$ cat src/rtl/gf_mul_pkg.sv
package gf_mul_pkg;
    typedef enum logic {
        ST_IDLE = 1'b0,
        ST_RUN  = 1'b1
    } gf_state_e;
endpackage

$ cat src/rtl/gf_mul_step.sv
module gf_mul_step #(
    parameter int M = 128
) (
    input  logic [M-1:0] acc,
    input  logic [M-1:0] a,
    input  logic [M:0]   poly,
    input  logic         b_bit,
    output logic [M-1:0] nxt
);
    // overflow term after the shift, folded only when the leading term is present
    logic fold;
    assign fold = acc[M-1] & poly[M];

    for (genvar i = 0; i < M; i++) begin : g_bit
        if (i == 0) begin : g_lsb
            assign nxt[i] = (b_bit & a[i]) ^ (fold & poly[i]);
        end else begin : g_upper
            assign nxt[i] = acc[i-1] ^ (b_bit & a[i]) ^ (fold & poly[i]);
        end
    end
endmodule

$ cat src/rtl/gf_mul_ctrl.sv
module gf_mul_ctrl
    import gf_mul_pkg::*;
#(
    parameter int M = 128
) (
    input  logic clk,
    input  logic rst_n,
    input  logic start,
    output logic load,
    output logic step,
    output logic busy,
    output logic done
);
    localparam int CW = (M > 1) ? $clog2(M) : 1;

    gf_state_e       state_q, state_d;
    logic [CW-1:0]   cnt_q, cnt_d;
    logic            done_q, done_d;

    // state register
    always_ff @(posedge clk or negedge rst_n) begin
        if (!rst_n) begin
            state_q <= ST_IDLE;
            cnt_q   <= '0;
            done_q  <= 1'b0;
        end else begin
            state_q <= state_d;
            cnt_q   <= cnt_d;
            done_q  <= done_d;
        end
    end

    // next-state logic
    always_comb begin
        state_d = state_q;
        cnt_d   = cnt_q;
        done_d  = 1'b0;
        unique case (state_q)
            ST_IDLE: begin
                if (start) begin
                    state_d = ST_RUN;
                    cnt_d   = CW'(M - 1);
                end
            end
            ST_RUN: begin
                if (cnt_q == '0) begin
                    state_d = ST_IDLE;
                    done_d  = 1'b1;
                end else begin
                    cnt_d = cnt_q - 1'b1;
                end
            end
        endcase
    end

    // outputs
    always_comb begin
        load = (state_q == ST_IDLE) && start;
        step = (state_q == ST_RUN);
        busy = (state_q == ST_RUN);
        done = done_q;
    end


    done_pulse_chk: assert property (@(posedge clk) disable iff (!rst_n)
        done |=> !done);


    done_idle_chk: assert property (@(posedge clk) disable iff (!rst_n)
        done |-> !busy);


    start_busy_chk: assert property (@(posedge clk) disable iff (!rst_n)
        (!busy && start) |=> busy);


    last_step_chk: assert property (@(posedge clk) disable iff (!rst_n)
        (busy && cnt_q == '0) |=> (done && !busy));


    busy_hold_chk: assert property (@(posedge clk) disable iff (!rst_n)
        (busy && cnt_q != '0) |=> (busy && !done));
endmodule

$ cat src/rtl/gf_mul_serial.sv
module gf_mul_serial #(
    parameter int M = 128
) (
    input  logic         clk,
    input  logic         rst_n,
    input  logic         start,
    input  logic [M-1:0] a,
    input  logic [M-1:0] b,
    input  logic [M:0]   poly,
    output logic         busy,
    output logic         done,
    output logic [M-1:0] result
);
    logic         load, step;
    logic [M-1:0] a_q, b_q, c_q, c_nxt;
    logic [M:0]   p_q;

    gf_mul_ctrl #(.M(M)) u_ctrl (
        .clk   (clk),
        .rst_n (rst_n),
        .start (start),
        .load  (load),
        .step  (step),
        .busy  (busy),
        .done  (done)
    );

    gf_mul_step #(.M(M)) u_step (
        .acc   (c_q),
        .a     (a_q),
        .poly  (p_q),
        .b_bit (b_q[M-1]),
        .nxt   (c_nxt)
    );

    always_ff @(posedge clk or negedge rst_n) begin
        if (!rst_n) begin
            a_q <= '0;
            b_q <= '0;
            p_q <= '0;
            c_q <= '0;
        end else if (load) begin
            a_q <= a;
            b_q <= b;
            p_q <= poly;
            c_q <= '0;
        end else if (step) begin
            c_q <= c_nxt;
            b_q <= {b_q[M-2:0], 1'b0};
        end
    end

    assign result = c_q;


    result_hold_chk: assert property (@(posedge clk) disable iff (!rst_n)
        (!busy && !start) |=> $stable(result));
endmodule

$ cat config.mk
export PLATFORM = sky130hd
export DESIGN_NAME = gf_mul_serial
export DESIGN_NICKNAME = d
export VERILOG_FILES = /design/src/rtl/gf_mul_pkg.sv /design/src/rtl/gf_mul_step.sv /design/src/rtl/gf_mul_ctrl.sv /design/src/rtl/gf_mul_serial.sv
export SDC_FILE = /design/constraint.sdc
export NUM_CORES = 1
export LEC_CHECK = 0
export BUFFER_PORTS_ARGS = -buffer_cell sky130_fd_sc_hd__buf_2
export CAP_MARGIN = 5
export CELL_PAD_IN_SITES_DETAIL_PLACEMENT = 1
export CELL_PAD_IN_SITES_GLOBAL_PLACEMENT = 1
export CORE_ASPECT_RATIO = 0.7
export CORE_MARGIN = 2
export CORE_UTILIZATION = 48
export CTS_BUF_LIST = sky130_fd_sc_hd__clkbuf_16
export DETAILED_ROUTE_END_ITERATION = 6
export PLACE_DENSITY_LB_ADDON = 0.1
export SETUP_SLACK_MARGIN = 0.15
export SLEW_MARGIN = 20
export SYNTH_ARGS = -nofsm -noshare
export SYNTH_HDL_FRONTEND = slang
export SYNTH_HIERARCHICAL = 1
export SYNTH_SLANG_ARGS = --single-unit
$ cat constraint.sdc
create_clock -name clk -period 5.4 [get_ports clk]
set_clock_uncertainty 0.2 [all_clocks]
set_input_delay 0.27 -clock clk [delete_from_list [all_inputs] [get_ports clk]]
set_output_delay 0.27 -clock clk [all_outputs]
set_load 0.05 [all_outputs]
; ---- Word-level counts from Yosys, hierarchy flattened
; Index checks and enable logic that the tools add are counted.
[totals]
reg_bits = 522
latch_bits = 0
ramBits = 0
romBits = 0
out_inout_bits = 130
wordCells = 539
mem_count = 0
[op_classes]
add_sub_neg = 1
multipliers = 0
div_mod_pow = 0
order_cmp = 0
eq_ne = 2
shifts = 0
mux = 12
bitwise_logic = 513
n_reduce_logical = 4
[ops]
columns = operator, n
row1 = 128-bit 2-to-1 mux, 4
row2 = 1-bit AND, 257
row3 = 1-bit bitwise XOR, 255
row4 = 7-bit 2-to-1 mux, 2
row5 = 7-bit case mux with 2 select lines, 1
row6 = 7-bit logical NOT, 1
row7 = "7-bit by 1-bit subtractor with 7-bit output, second input constant", 1
row8 = 1-bit 2-to-1 mux, 4
row9 = "2-bit inequality test, second input constant", 2
row10 = 1-bit case mux with 2 select lines, 1
row11 = 2-bit AND reduction, 1
row12 = 2-bit nonzero test, 1
row13 = 1-bit logical AND, 1
row14 = 1-bit NOT, 1

; ---- Longest topological paths before layout
[logic_depth]
depth_word = 5
ltp_mapped = 8
ltp_nobuf = 5

; ---- By module
; The synthesis kept the hierarchy.
[by_module_without_submodules]
columns = mod, instances, cells_per_inst, area_per_inst_um2
row1 = gf_mul_serial, 1, 1510, 20559.7
row2 = gf_mul_step, 1, 426, 4501.8
row3 = gf_mul_ctrl, 1, 45, 466.7

; ---- Worst setup path before layout
; No wires, ideal clock.
[synth_timing]
path_kind = flip-flop to flip-flop
startpoint = register u_ctrl.state_q (netlist: u_ctrl/busy)
endpoint = register a_q[100]
arrival_time_ns = 1.870
setup_slack_ns = 3.205
stages_incl_launch_ff = 7
period_less_slack_ns = 2.195
cell_sequence = dfrtp_1 > buf_4 > nor2b_1 > buf_4 > buf_6 > buf_6 > mux2_2
[synth_via]
elab_chain_len = 2
[synth_rtl]
columns = element, line
row1 = from (decl), gf_mul_ctrl.sv:16  ; gf_state_e state_q, state_d;
row2 = from (signal assigned), gf_mul_ctrl.sv:27  ; state_q <= state_d;
row3 = 1-bit NOT, gf_mul_ctrl.sv:58  ; load = (state_q == ST_IDLE) && start;
row4 = 1-bit logical AND, gf_mul_ctrl.sv:58
row5 = named net load, gf_mul_serial.sv:14  ; logic load, step;
row6 = to (signal assigned), gf_mul_serial.sv:38  ; a_q <= '0;
row7 = to (signal assigned), gf_mul_serial.sv:43  ; a_q <= a;
row8 = to (decl), gf_mul_serial.sv:15  ; logic [M-1:0] a_q, b_q, c_q, c_nxt;
; The timed path passes the listed nets, and every way through them passes these cells.
; A chain may end at the register's enable or synchronous reset.

; ---- Worst setup path in the final report
[layout_timing]
startpoint = register u_ctrl.state_q (netlist: u_ctrl/busy)
endpoint = register c_q[66] (netlist: result[66])
[layout_via]
elab_chain_len = 3
word_cells_on_any_way = 4
classes_between = mux (1) / bitwise (1) / reduce/logical (2)
[layout_rtl]
columns = element, line
row1 = 1-bit NOT, gf_mul_ctrl.sv:58
row2 = 1-bit logical AND, gf_mul_ctrl.sv:58
row3 = 128-bit 2-to-1 mux / 2-bit nonzero test (equally long branches), -
row4 = to (signal assigned), gf_mul_serial.sv:48  ; c_q <= c_nxt;
row5 = to (decl), gf_mul_serial.sv:15
; Several ways; a longest one is shown, not always the timed one.

==> summary.txt <==
Yosys
  – Post-Syn Area: 25530 um^2
  – Post-Synth XOR/XNOR Area: 0.1186
  – Avg Synthesized Cell Area: 12.89 um^2
  – Synth Net Count: 2371
  – #FFs+latches synth: 522
  – YS warnings: 6
  – Compound-Gate Fraction of Synth Area: 0.02857
  – Post-synthesis adder-cell area fraction: 0.0009802
  – Mapped Cells: 1981
  – Sequential area share after synthesis: 0.5117
  – Largest family of logic cells by synthesized area: multiplexers
  – Mux cell area share after synthesis: 0.2137
  – Netlist cell types: 32
  – Post-synthesis simple-gate area fraction: 0.08538

Drt
  – Antenna Nets Post-Route: 0
  – Vias per inst: 5.419
  – Total vias in the final route: 19390
  – Iter 0 DRT Violations: 1253
  – Avg WL per Cell: 24.21 um
  – DRC: 0
  – 1st-pass router iterations: 5
  – Final WL: 86640 um

Layout
  – Nets: 3212
  – Most frequent cells in the layout: 518 x dfrtp_1, 516 x buf_2, 387 x dlygate4sd3_1
  – Fillers: 5315
  – Layout cells sized above 1: 0.3060
  – Synth-to-layout area growth: 32.70%
  – Multi-input logic area: 11430 um^2
  – Final Non-Filler Cells: 3579
  – Register Area: 13080 um^2
  – Commonest non-fill, non-tap cell in the layout: dfrtp_1

Clocking
  – Hold_buf cts: 387
  – CTS Buf Count: 53
  – # H-tree levels: 2
  – # Post-CTS Setup Buffers: 0
  – CTS tree: built
  – Clock sinks: 522
  – CTS max path bufs: 3
  – Clock root cell: clkbuf_16
  – CTS clk-pin slew, worst paths: 0.07 ns
  – Post_cts resized: 0
  – Worst skew pair latency: 0.61 ns

Floorplan
  – Row cnt: 70
  – Core ar.: 52380 um^2
  – Initial Util: 0.4874
  – Die width: 279.6 um
  – Die H: 196.9 um
  – I/O pins: 518
  – Die area: 55070 um^2

Timing
  – Tmin final: 3.212 ns
  – Relative slew slack: 0.3156
  – Slew Viols, Final: 0
  – Setup TNS: 0 ns
  – Period utilisation layout: 0.5949
  – Final setup violation count: 0
  – Endpoints failing hold: 0
  – Measured slew at the worst slew-check pin: 1.027 ns
  – RSZ-0062 raised after global routing: no
  – Fmax: 0.3113 GHz

Hold path
  – HP Class: in2async

Worst setup path
  – Kind of end point of the critical path: flip-flop
  – Reg-to-reg critical path endpoint: result[66]
  – R2R Setup Slk: 2.19 ns
  – Worst Path Required: 5.65 ns
  – Setup Crit Path Kind: reg2reg
  – Crit path launch: u_ctrl/busy
  – Crit path max fanout: 50
  – Reg-to-Reg Start: u_ctrl/busy
  – Worst setup SP type: flip-flop
  – R2R cell count: 4
  – Arrival @ worst endpoint: 3.47 ns

Flow run
  – Max-Cap Viols: 0

Global routing
  – Number of global-route vias before repair: 22380
  – Initial antenna violation count: 33
  – Largest net degree at the start of global routing: 130
  – Overflow after GRT: 0
  – Total Routing Usage GR: 0.3132
  – First-pass GRT wire length: 132900 um

Status
  – Status: complete, no violations

Power
  – Static Leak: 18.04 nW
  – Pwr dens: 478.8 nW/um^2
  – Total Power: 16.22 mW
  – Peak VDD IR: 0.3083 mV

Placed design
  – PortBufs: 517
  – Placed cell count: 3064
  – Detailed placement HPWL: 46870 um
  – GP Congestion: 0.8360
-- layout make-up --
type,instances,area share
Antenna cell,29,0.002142
Clock buffer,55,0.04063
Clock inverter,44,0.007830
Inverter,3,0.0003324
Multi-Input combinational cell,1312,0.3373
Sequential cell,522,0.3860
Tap cell,684,0.02526
Timing Repair Buffer,930,0.2005
-- state kept, by name, summed over array words and instances (netlist names) --
name	cells
u_ctrl/busy	1
result	128
p_q	129
a_q	128
u_ctrl/done	1
b_q	128
u_ctrl/cnt_q	7
-- critical path, stage by stage, from the launching register on --
cell	delay [ns]
dfrtp_4	0.80
buf_4	0.68
buf_4	0.84
mux2i_1	0.32
nor2_1	0.09
-- cells by family (layout without fill, tap and decap cells) --
group	Yosys count	after routing
and+or+nand+nor	529	529
other	0	29
xor gates and xnor gates	128	128
AOI/OAI and AO/OA	140	140
muxes	513	513
adders and majority gates	2	2
buffers and inverters	147	1032
DFF	522	522
-- where the power goes --
| group | internal (mW) | switching [mW] |
|---|---|---|
| combinational | 2.92 | 3.76 |
| clock | 1.98 | 1.66 |
| sequential | 4.90 | 1.00 |
| total | 9.79 | 6.43 |
-- metal layers --
metal  vias to the layer above  part of all wire  wire, um  track usage
met5                         -           0.00080        69            0
met4                        10             0.042      3629       0.1339
met3                       229             0.052      4510      0.06330
met2                       586              0.52     44860       0.5590
met1                      9990              0.39     33570       0.3684
li1                       8579                 -         -            -
-- stage by stage --
step                area (um^2)  hold WS (ns)  utilization  setup WS (ns)
floorplan                 25530       -0.2256            -          3.205
global placement          28290        0.1986       0.5401          2.355
detailed placement        28290        0.2053       0.5401          2.240
CTS                       33800        0.1479       0.6454          2.224
global route              33860        0.2148       0.6465          2.064
finish                    33880        0.1375       0.6468          2.188
-- cells in the mapped netlist (all sizes together) --
cell type  instances  area (um^2)
o22a               3        27.53
nand3b             1        7.510
nor4b              1        8.760
nand3            129        645.6
nor3b              1        7.510
nor2             132        495.5
o31ai              1        7.510
a22oi              1        7.510
o32ai              1        8.760
xor3             127         3019
o21ai            131        655.6
inv                3        11.26
dfrtp            522        13060
a311oi             1        8.760
xor2               1        8.760
a31oi              1        6.260
mux2i            256         2562
nor2b              1        6.260
ha                 2        25.02
or4                2        18.77
buf              113        912.1
mux2             257         2894
o211ai             1        7.510
nor3               1        5.000
nand2            259        972.2
nand2b             2        12.51
clkbuf            31        123.9
-- how the worst max path moves through the flow --
stage / endpoint / depth (start not counted)
floorplan: a_q[100] / 6
global placement: result[16] / 4
detailed placement: result[69] / 4
CTS: result[69] / 4
global route: result[66] / 4
finish: result[66] / 4
Power figures use the tool's default switching activity.
